<file path="config.mk">
export PLATFORM = sky130hd
export DESIGN_NAME = sdma_ctrl_regs
export DESIGN_NICKNAME = d
export VERILOG_FILES = /design/src/rtl/sdma_pkg.sv /design/src/rtl/sdma_cmd_decode.sv /design/src/rtl/sdma_beat_clamp.sv /design/src/rtl/sdma_stat_next.sv /design/src/rtl/sdma_ctrl_regs.sv
export SDC_FILE = /design/constraint.sdc
export NUM_CORES = 1
export LEC_CHECK = 0
export BUFFER_PORTS_ARGS = -buffer_cell sky130_fd_sc_hd__buf_4
export CAP_MARGIN = 30
export CORE_UTILIZATION = 45
export CTS_CLUSTER_DIAMETER = 120
export DETAILED_ROUTE_END_ITERATION = 8
export HOLD_SLACK_MARGIN = 0.1
export PLACE_DENSITY = 0.63
export SYNTH_ARGS = -nofsm -noshare
export SYNTH_HDL_FRONTEND = slang
export SYNTH_HIERARCHICAL = 1
export SYNTH_SLANG_ARGS = --single-unit
export TNS_END_PERCENT = 20
</file>
<file path="constraint.sdc">
create_clock -name clk -period 15.14 [get_ports clk]
set_input_delay 3.028 -clock clk [delete_from_list [all_inputs] [get_ports clk]]
set_output_delay 3.028 -clock clk [all_outputs]
set_load 0.01 [all_outputs]
</file>
<file path="src/rtl/sdma_pkg.sv">
package sdma_pkg;

    localparam int REG_W = 32;
    localparam int OFS_W = 8;

    // byte offsets inside the register window
    localparam logic [OFS_W-1:0] OFS_CMD  = 8'h40;
    localparam logic [OFS_W-1:0] OFS_STC  = 8'h44;
    localparam logic [OFS_W-1:0] OFS_SPA  = 8'h48;
    localparam logic [OFS_W-1:0] OFS_WBC  = 8'h4C;
    localparam logic [OFS_W-1:0] OFS_WAC  = 8'h50;
    localparam logic [OFS_W-1:0] OFS_STAT = 8'h54;
    localparam logic [OFS_W-1:0] OFS_SDA  = 8'h58;
    localparam logic [OFS_W-1:0] OFS_WDA  = 8'h5C;
    localparam logic [OFS_W-1:0] OFS_BCTL = 8'h70;

    typedef enum logic [1:0] {
        ACT_IDLE  = 2'd0,
        ACT_BLAST = 2'd1,
        ACT_ABORT = 2'd2,
        ACT_START = 2'd3
    } dma_act_e;

    // command word bit positions
    localparam int CMD_DIR_BIT  = 7;
    localparam int CMD_KEEP_W   = 8;

    // status word bit positions
    localparam int ST_PWDN = 0;
    localparam int ST_ERR  = 1;
    localparam int ST_ABT  = 2;
    localparam int ST_DONE = 3;
    localparam int ST_SINT = 4;
    localparam int ST_BLST = 5;
    localparam int ST_W    = 6;

    localparam logic [ST_W-1:0] ST_CLRABLE = ST_W'((1 << ST_ERR) | (1 << ST_ABT) | (1 << ST_DONE));

    localparam int BCTL_W1C_BIT = 24;

    localparam logic [REG_W-1:0] WAC_RST = 32'hFFFF_FFFF;
    localparam logic [REG_W-1:0] WDA_RST = 32'hFFFF_FFFD;

    typedef struct packed {
        logic     wr_cmd;
        logic     wr_stc;
        logic     wr_spa;
        logic     wr_sda;
        logic     wr_stat;
        logic     wr_bctl;
        logic     rd_stat;
        dma_act_e act;
    } reg_dec_t;

endpackage

</file>
<file path="src/rtl/sdma_cmd_decode.sv">
module sdma_cmd_decode
    import sdma_pkg::*;
(
    input  logic             reg_wr,
    input  logic             reg_rd,
    input  logic [OFS_W-1:0] reg_addr,
    input  logic [1:0]       act_bits,
    output reg_dec_t         dec
);
    always_comb begin
        dec         = '0;
        dec.act     = dma_act_e'(act_bits);
        dec.rd_stat = reg_rd && (reg_addr == OFS_STAT);
        if (reg_wr) begin
            unique case (reg_addr)
                OFS_CMD:  dec.wr_cmd  = 1'b1;
                OFS_STC:  dec.wr_stc  = 1'b1;
                OFS_SPA:  dec.wr_spa  = 1'b1;
                OFS_SDA:  dec.wr_sda  = 1'b1;
                OFS_STAT: dec.wr_stat = 1'b1;
                OFS_BCTL: dec.wr_bctl = 1'b1;
                default:  ;
            endcase
        end
    end
endmodule

</file>
<file path="src/rtl/sdma_beat_clamp.sv">
module sdma_beat_clamp #(
    parameter int DW   = 32,
    parameter int LENW = 16
) (
    input  logic            beat_req,
    input  logic            beat_to_mem,
    input  logic            cmd_dir,
    input  logic [LENW-1:0] beat_len,
    input  logic [DW-1:0]   wbc,
    input  logic [DW-1:0]   wac,
    output logic            ack,
    output logic            reject,
    output logic [LENW-1:0] grant,
    output logic [DW-1:0]   nxt_wbc,
    output logic [DW-1:0]   nxt_wac,
    output logic            drained
);
    logic [DW-1:0] len_ext;

    always_comb begin
        len_ext = DW'(beat_len);
        ack     = beat_req && (beat_to_mem == cmd_dir);
        reject  = beat_req && (beat_to_mem != cmd_dir);
        if (len_ext < wbc) grant = beat_len;
        else               grant = wbc[LENW-1:0];
        nxt_wbc = wbc - DW'(grant);
        nxt_wac = wac + DW'(grant);
        drained = (nxt_wbc == '0);
    end
endmodule

</file>
<file path="src/rtl/sdma_stat_next.sv">
module sdma_stat_next
    import sdma_pkg::*;
(
    input  logic [ST_W-1:0] stat_q,
    input  logic            start,
    input  logic            w1c_mode,
    input  logic            wr_stat,
    input  logic            rd_stat,
    input  logic [ST_W-1:0] wdata,
    input  logic            beat_drained,
    input  logic            cmd_done,
    input  logic            core_int,
    output logic [ST_W-1:0] stat_d,
    output logic [ST_W-1:0] stat_view
);
    always_comb begin
        stat_view          = stat_q;
        stat_view[ST_SINT] = stat_q[ST_SINT] | core_int;

        stat_d = stat_q;
        // clears first
        if (start)                  stat_d = '0;
        if (w1c_mode && wr_stat)    stat_d = stat_d & ~(wdata & ST_CLRABLE);
        if (!w1c_mode && rd_stat)   stat_d = stat_d & ~ST_CLRABLE;
        // then sets, so an event in the same cycle is not lost
        if (beat_drained || cmd_done) stat_d[ST_DONE] = 1'b1;
    end
endmodule

</file>
<file path="src/rtl/sdma_ctrl_regs.sv">
module sdma_ctrl_regs
    import sdma_pkg::*;
#(
    parameter int DW   = 32,
    parameter int LENW = 16
) (
    input  logic            clk,
    input  logic            rst,
    input  logic            reg_wr,
    input  logic            reg_rd,
    input  logic [7:0]      reg_addr,
    input  logic [DW-1:0]   reg_wdata,
    output logic [DW-1:0]   reg_rdata,
    input  logic            core_int,
    input  logic            core_req_active,
    input  logic            core_cmd_done,
    output logic            dma_en,
    output logic            cancel_req,
    input  logic            beat_req,
    input  logic [LENW-1:0] beat_len,
    input  logic            beat_to_mem,
    output logic            beat_ack,
    output logic            beat_reject,
    output logic [LENW-1:0] beat_grant,
    output logic [DW-1:0]   beat_addr
);
    logic [DW-1:0]   cmd_q, stc_q, spa_q, sda_q, wbc_q, wac_q, wda_q, bctl_q;
    logic [ST_W-1:0] stat_q, stat_d, stat_view;

    reg_dec_t        dec;
    logic            do_start, do_idle, do_abort;
    logic [DW-1:0]   nxt_wbc, nxt_wac;
    logic            drained;

    sdma_cmd_decode u_dec (
        .reg_wr   (reg_wr),
        .reg_rd   (reg_rd),
        .reg_addr (reg_addr),
        .act_bits (reg_wdata[1:0]),
        .dec      (dec)
    );

    assign do_start = dec.wr_cmd && (dec.act == ACT_START);
    assign do_idle  = dec.wr_cmd && (dec.act == ACT_IDLE);
    assign do_abort = dec.wr_cmd && (dec.act == ACT_ABORT);

    sdma_beat_clamp #(.DW(DW), .LENW(LENW)) u_clamp (
        .beat_req    (beat_req),
        .beat_to_mem (beat_to_mem),
        .cmd_dir     (cmd_q[CMD_DIR_BIT]),
        .beat_len    (beat_len),
        .wbc         (wbc_q),
        .wac         (wac_q),
        .ack         (beat_ack),
        .reject      (beat_reject),
        .grant       (beat_grant),
        .nxt_wbc     (nxt_wbc),
        .nxt_wac     (nxt_wac),
        .drained     (drained)
    );

    assign beat_addr = wac_q;

    sdma_stat_next u_stat (
        .stat_q       (stat_q),
        .start        (do_start),
        .w1c_mode     (bctl_q[BCTL_W1C_BIT]),
        .wr_stat      (dec.wr_stat),
        .rd_stat      (dec.rd_stat),
        .wdata        (reg_wdata[ST_W-1:0]),
        .beat_drained (beat_ack && drained),
        .cmd_done     (core_cmd_done),
        .core_int     (core_int),
        .stat_d       (stat_d),
        .stat_view    (stat_view)
    );

    // programmable registers
    always_ff @(posedge clk) begin
        if (rst) begin
            cmd_q  <= '0;
            stc_q  <= '0;
            spa_q  <= '0;
            sda_q  <= '0;
            bctl_q <= '0;
        end else begin
            if (dec.wr_cmd)  cmd_q  <= reg_wdata;
            if (dec.wr_stc)  stc_q  <= reg_wdata;
            if (dec.wr_spa)  spa_q  <= reg_wdata;
            if (dec.wr_sda)  sda_q  <= reg_wdata;
            if (dec.wr_bctl) bctl_q <= reg_wdata;
        end
    end

    // working registers: start > completion > beat
    always_ff @(posedge clk) begin
        if (rst) begin
            wbc_q <= '0;
            wac_q <= WAC_RST;
            wda_q <= WDA_RST;
        end else if (do_start) begin
            wbc_q <= stc_q;
            wac_q <= spa_q;
            wda_q <= sda_q;
        end else begin
            if (beat_ack) begin
                wbc_q <= nxt_wbc;
                wac_q <= nxt_wac;
            end
            if (core_cmd_done) wbc_q <= '0;
        end
    end

    always_ff @(posedge clk) begin
        if (rst) begin
            stat_q     <= '0;
            dma_en     <= 1'b0;
            cancel_req <= 1'b0;
        end else begin
            stat_q     <= stat_d;
            cancel_req <= do_abort && core_req_active;
            if (do_start)     dma_en <= 1'b1;
            else if (do_idle) dma_en <= 1'b0;
        end
    end

    always_comb begin
        unique case (reg_addr)
            OFS_CMD:  reg_rdata = cmd_q;
            OFS_STC:  reg_rdata = stc_q;
            OFS_SPA:  reg_rdata = spa_q;
            OFS_WBC:  reg_rdata = wbc_q;
            OFS_WAC:  reg_rdata = wac_q;
            OFS_STAT: reg_rdata = DW'(stat_view);
            OFS_SDA:  reg_rdata = sda_q;
            OFS_WDA:  reg_rdata = wda_q;
            OFS_BCTL: reg_rdata = bctl_q;
            default:  reg_rdata = '0;
        endcase
    end
endmodule

</file>
==> results of run 1 <==
## critical path, delay by kind of cell
family          cells  cell delay, ps
buf+inv             4            1820
simple gates        2             700
compound gates      2             300
## area by class of cell
class	count	area, um^2	area share
Multi-Input combinational cell	1331	9514	0.5334
Sequential cell	264	5285	0.2963
Timing Repair Buffer	167	1297	0.07274
Clock buffer	43	880.8	0.04938
Tap cell	448	560.5	0.03142
Clock inverter	13	182.7	0.01024
Inverter	31	117.6	0.006593
## kinds of logic after synthesis
family                   Yosys count
AND/OR/NAND/NOR                  613
AO/OA/AOI/OAI                    274
XOR/XNOR                          53
flip-flops                       264
multiplexers                     342
adder cells (fa/ha/maj)           49
buffers and inverters            153
## worst max path at each step
stage | from | end | slack (ps) | depth (start not counted)
floorplan | beat_len[1] | beat_addr[24] | 7020 | 25
global placement | beat_len[1] | beat_addr[24] | 6200 | 25
detailed placement | beat_len[1] | beat_addr[24] | 6140 | 25
CTS | reg_addr[2] | reg_rdata[31] | 6240 | 8
global route | beat_len[1] | beat_grant[14] | 6050 | 12
finish | reg_addr[2] | reg_rdata[31] | 6210 | 8
## routing by layer
metal | up-vias | GRT usage
met4 | 0 | 0.07377
met2 | 509 | 0.4394
met5 | - | 0
met1 | 6473 | 0.3664
met3 | 79 | 0.03039
li1 | 6362 | -
## state kept, by name, summed over array words and instances, names as in the netlist
| register | cells |
|---|---|
| sda_q | 32 |
| spa_q | 32 |
| stat_q | 6 |
| dma_en | 1 |
| stc_q | 32 |
| wbc_q | 32 |
| cmd_q | 32 |
| bctl_q | 32 |
| wda_q | 32 |
| cancel_req | 1 |
| beat_addr | 32 |
## where the power goes
group	switching [mW]	internal (mW)	total [mW]
Clock	0.305	0.473	0.778
Sequential	0.0443	0.718	0.762
Combinational	0.346	0.270	0.617
## placed cells by master (no fill, tap or decap), types with 5 or more instances in the layout
cell type | netlist | layout
a211oi_1 | 6 | 5
a21o_1 | 14 | 14
a21oi_1 | 66 | 66
a22o_1 | 5 | 5
a22oi_1 | 35 | 35
and3_1 | 12 | 11
buf_4 | 13 | 164
clkbuf_1 | 50 | 6
clkbuf_16 | 0 | 31
clkbuf_8 | 0 | 6
clkinv_2 | 0 | 8
dfxtp_1 | 264 | 264
ha_1 | 47 | 47
inv_1 | 30 | 30
mux2_1 | 6 | 6
mux2_2 | 19 | 19
mux2i_1 | 307 | 307
mux4_2 | 9 | 9
nand2_1 | 165 | 165
nand2b_1 | 35 | 35
nand3_1 | 15 | 14
nand3b_1 | 33 | 33
nand4_1 | 6 | 6
nor2_1 | 229 | 229
nor2b_1 | 15 | 15
nor3_1 | 51 | 47
o211ai_1 | 9 | 9
o211ai_2 | 15 | 15
o21a_1 | 5 | 5
o21ai_0 | 61 | 61
o22ai_1 | 21 | 21
o31ai_1 | 7 | 7
or3_1 | 7 | 7
or4_1 | 5 | 5
xnor2_1 | 31 | 31
xor2_1 | 22 | 22
==> flow_metrics.py, run 1 <==
metrics = {
    "route": {
        "finalWirelength_mm": 47.45,
        "viasPerCell": 5.844,
        "vias": 13423,
        "highest_layer": "met4",
        "final_antenna_net_count": 0,
        "drt-pass1-iter-count": 6,
        "met2_wirelength_mm": 21.76,
        "post_drt_wl_per_cell_um": 20.66,
        "drtIter0Drc": 1031,
        "wl_met3_mm": 2.850,
        "drcViolationCount": 0,
        "drt-met1-wl_mm": 21.59,
    },
    "sta": {
        "timing.final.crit_share": 0.5897,
        "clock_skew_ps": 15.79,
        "rsz0062_at_grt": "no",
        "setup_viol": 0,
        "max_slew_margin": 0.3432,
        "fin_setup_tns_ps": 0,
        "final_hold_viol_count": 0,
        "fin_ws_ps": 6212,
        "max_clock_freq_mhz": 112.0,
        "final_max_slew_viol_count": 0,
        "period_minus_slack_ps": 8928,
        "tightest_slew_ps": 985.3,
        "fin_hold_ws_ps": 460.5,
    },
    "setup_path": {
        "critPathKind": "in2out",
        "cp-end-kind": "output pin",
        "critPathMostFrequentCell": "buf_4",
        "cp_data_required_time_ps": 12110,
        "slowest_delay_ps": 820,
        "ff2ff_setup_slack_ps": 8480,
        "reg2regPathDepth": 21,
        "crit_slowest_cell": "buf_4",
        "crit_fanout": 50,
        "reg2reg_to": "beat_addr[24]",
        "reg2reg_from": "wbc_q[19]",
        "path_cells": "buf_4, buf_4, and2_0, and4_1, buf_4, a22oi_1, o211ai_1, buf_4",
        "worstPathArrival_ps": 5900,
        "crit_path_start_kind": "primary input",
    },
    "synthesis": {
        "synth_top_cells_by_count": "mux2i_1, dfxtp_1, nor2_1, nand2_1, a21oi_1",
        "synthArstFlopShare": 0,
        "synth-simple-area-share": 0.1902,
        "syn_inst": 1748,
        "synth_largest_area_cell": "dfxtp_1",
        "yosysUniqueCellTypes": 80,
        "ys_seq_area_frac": 0.3421,
        "yosys_warnings": 6,
        "synth.most_common_cell": "mux2i_1",
        "synth_xor_area_frac": 0.03005,
        "post_synth.cell_area_avg_um2": 8.837,
        "postSynthNetCount": 1862,
        "synth_edf_count": 0,
        "ys_ff_latch": 264,
        "synthMuxAreaShare": 0.2320,
        "synthAdderAreaFrac": 0.04066,
        "synth_compound_area_frac": 0.1185,
        "yosys-top-cells-area": "dfxtp_1, mux2i_1, nor2_1",
        "synth_area_mm2": 0.01545,
        "yosys.area.top_type_share": 0.3421,
        "synth_top_family_by_area": "multiplexers",
        "ys.flop_type": "dfxtp_1",
    },
    "pwr": {
        "power.leakage_nw": 7.049,
        "finalPower_mw": 2.157,
        "ir_drop_mv": 0.09636,
        "power.density_mw_per_mm2": 120.9,
    },
    "die": {
        "dieArea_mm2": 0.03507,
        "rows": 67,
        "initial_core_util": 0.4595,
        "fp.coreArea_mm2": 0.03362,
        "die_y_um": 187.3,
        "num_io_pins": 149,
        "die_x_um": 187.3,
    },
    "global_routing": {
        "grt_pass1_wl_mm": 74.42,
        "grt_antenna_before_repair": 0,
        "gr-total-overflow": 0,
        "first_global_vias": 12854,
        "track_usage": 0.2665,
        "grt_max_degree": 83,
    },
    "worst_hold_path": {
        "hp-start": "wda_q[1]",
        "whs_path_depth": 2,
        "hold_class": "reg2reg",
        "min_to": "wda_q[1]",
    },
    "clocking": {
        "clock_latency_ps": 570,
        "post_cts_buffers": 0,
        "cts_made_buffers": 31,
        "cts_resized": 0,
        "cts_tree": "yes",
        "clock_path_buffers": 3,
        "cts_sinks": 264,
        "cts_hold_buf": 0,
        "htreeDepth": 1,
        "clock-root-buffer": "clkbuf_16",
        "clkSlewWorstSetupHoldPaths_ps": 60,
    },
    "layout": {
        "fin_area_mm2": 0.01784,
        "fillers": 3090,
        "final_cells": 2297,
        "drive_gt1_frac": 0.1547,
        "fin_util": 0.5307,
        "diodes": 0,
        "fin_nets": 1940,
        "area_growth_pct": 15.48,
    },
    "placed_design": {
        "place_worst_setup_slack_ps": 6142,
        "place_congestion": 0.9417,
        "place_inst": 2241,
        "numPortBuffers": 148,
        "place_area_mm2": 0.01677,
        "hpwlAfterDp_mm": 31.37,
    },
    "job": {
        "maxCapViolCount": 0,
    },
    "outcome": {
        "outcome": "completed",
    },
}
Power figures use the tool's default switching activity.
==> inputs of run 2 (changes only) <==
Settings changed: ABC_AREA from default to 1, PLACE_DENSITY 0.63 to 0.66.
Clock period 15.14 ns to 7.4 ns, I/O delays scaled along.
==> run 2 against run 1 <==
  * Hold slack better by 12 ps
  * Cell count up 35%
  * Via count up 30%
  * Clock power up 90%
  * Final area up 2.4%
  * Utilization down 0.68 points
  * Sequential share of layout area down 0.71 points
  * Largest cell class unchanged
  * Largest power group is now sequential cells
==> flow_metrics.py, run 2 <==
metrics = {
    "sta": {
        "final_hold_viol_count": 0,
        "tightest_slew_ps": 1041,
        "timing.final.crit_share": 0.7545,
        "final_max_slew_viol_count": 0,
        "rsz0062_at_grt": "no",
        "setup_viol": 0,
        "fin_setup_tns_ps": 0,
        "period_minus_slack_ps": 5583,
        "clock_skew_ps": 15.05,
        "max_clock_freq_mhz": 179.1,
        "max_slew_margin": 0.3046,
    },
    "global_routing": {
        "grt_max_degree": 99,
        "track_usage": 0.3151,
        "gr-total-overflow": 0,
        "grt_pass1_wl_mm": 90.43,
        "first_global_vias": 15855,
        "grt_antenna_before_repair": 0,
    },
    "synthesis": {
        "yosys_warnings": 6,
        "yosys.area.top_type_share": 0.3274,
        "synth_edf_count": 0,
        "yosys-top-cells-area": "dfxtp_1, nand3_1, nor2_1",
        "synth.most_common_cell": "nor2_1",
        "synth_top_cells_by_count": "nor2_1, nand2_1, nand3_1, dfxtp_1, o21ai_0",
        "postSynthNetCount": 2681,
        "ys_seq_area_frac": 0.3274,
        "synthArstFlopShare": 0,
        "ys_ff_latch": 264,
        "yosysUniqueCellTypes": 40,
        "syn_inst": 2567,
        "ys.flop_type": "dfxtp_1",
        "synth_largest_area_cell": "dfxtp_1",
        "post_synth.cell_area_avg_um2": 6.288,
        "synth_area_mm2": 0.01614,
    },
    "job": {
        "maxCapViolCount": 0,
    },
    "setup_path": {
        "cp-end-kind": "flop",
        "worst-path-buf-inv": 4,
        "crit_path_start_kind": "primary input",
        "critPathMostFrequentCell": "nand2_1",
        "crit_fanout": 17,
        "slowest_delay_ps": 650,
        "crit_slowest_cell": "nand3_1",
        "critPathKind": "in2reg",
        "ff2ff_setup_slack_ps": 2250,
        "critPathTopFamily": "simple AND/OR/NAND/NOR gates",
        "worstPathArrival_ps": 6080,
        "cp_data_required_time_ps": 7900,
    },
    "layout": {
        "area_growth_pct": 13.22,
        "final_common_cell": "nand2_1",
        "fillers": 3553,
        "drive_gt1_frac": 0.1130,
        "final_cell_mix": "nand2_1, nor2_1, nand3_1",
        "fin_nets": 2732,
        "diodes": 0,
    },
    "die": {
        "die_y_um": 191.4,
        "dieArea_mm2": 0.03663,
        "num_io_pins": 149,
        "rows": 68,
        "die_x_um": 191.4,
        "initial_core_util": 0.4627,
        "fp.coreArea_mm2": 0.03488,
    },
    "pwr": {
        "power.density_mw_per_mm2": 208.9,
        "power.leakage_nw": 8.879,
        "finalPower_mw": 3.817,
        "ir_drop_mv": 0.2152,
    },
    "clocking": {
        "clkSlewWorstSetupHoldPaths_ps": 70,
        "post_cts_buffers": 0,
        "cts_resized": 0,
        "cts_tree": "yes",
        "cts_sinks": 264,
        "cts_made_buffers": 29,
        "cts_hold_buf": 0,
        "clock_latency_ps": 560,
        "htreeDepth": 1,
        "clock_path_buffers": 3,
        "clock-root-buffer": "clkbuf_16",
    },
    "route": {
        "vias": 17418,
        "drtIter0Drc": 1952,
        "post_drt_wl_per_cell_um": 18.93,
        "viasPerCell": 5.631,
        "finalWirelength_mm": 58.55,
        "drcViolationCount": 0,
        "final_antenna_net_count": 0,
        "drt-pass1-iter-count": 6,
    },
    "outcome": {
        "outcome": "completed",
    },
    "worst_hold_path": {
        "hold_class": "reg2reg",
    },
    "placed_design": {
        "hpwlAfterDp_mm": 40.56,
        "numPortBuffers": 148,
        "place_congestion": 0.9401,
    },
}
==> run 2: cell type report <==
class / count / area, um^2 / share of cell area
Multi-Input combinational cell: 1924 / 9261 / 0.5068
Sequential cell: 264 / 5285 / 0.2892
Timing Repair Buffer: 174 / 1369 / 0.07491
Inverter: 225 / 847.1 / 0.04635
Clock buffer: 36 / 762.0 / 0.04170
Tap cell: 455 / 569.3 / 0.03115
Clock inverter: 15 / 180.2 / 0.009860
==> run 2: through the flow <==
stage / hold WS, ps / worst slack [ps] / cell area [um^2] / instances / utilization
after floorplan: 433.7 / 2579 / 16140 / 2567 / -
after global placement: 446.3 / 1280 / 17310 / 3041 / 0.4963
after detailed placement: 455.1 / 1288 / 17330 / 3042 / 0.4968
after CTS: 474.1 / 1858 / 18270 / 3093 / 0.5239
after global routing: 489.4 / 1525 / 18270 / 3093 / 0.5239
final: 472.8 / 1817 / 18270 / 3093 / 0.5239
==> run 2: worst paths after layout <==
path | startpoint | to | depth (start not counted)
max reg2reg | wbc_q[14] | stat_q[3] | 28
min | wda_q[31] | wda_q[31] | 2
min reg2reg | wda_q[31] | wda_q[31] | 2
max | beat_len[15] | stat_q[3] | 28
==> run 2: routing by layer <==
layer  vias to the layer above  global-route usage  part of all wire
met1                      8077              0.4499              0.45
li1                       8437                   -                 -
met3                        79             0.07711              0.11
met4                         0             0.06990             0.019
met5                         -                   0                 0
met2                       825              0.4742              0.42
==> run 2: worst reg2reg max path: cells and delay by family (launching register included) <==
family | cells | cell delay [ps]
and+or+nand+nor | 18 | 2680
DFF | 1 | 520
adders and majority gates | 3 | 950
AOI/OAI and AO/OA | 2 | 460
buffers and inverters | 4 | 270
xor gates and xnor gates | 1 | 230
==> run 2: power by group <==
part | switching, mW | total [mW] | internal, mW
clock network | 0.615 | 1.48 | 0.865
registers | 0.0751 | 1.53 | 1.46
logic | 0.523 | 0.806 | 0.283
total | 1.21 | 3.82 | 2.60
==> run 2: logic make-up (layout without fill, tap and decap cells) <==
logic type      after synthesis  count (layout)  synth area share
compound gates              384             384            0.1212
flops                       264             264            0.3274
xor+xnor                     37              37           0.02008
simple gates               1454            1454            0.3913
fa+ha+maj                    49              49           0.03891
buf+inv                     379             450            0.1011
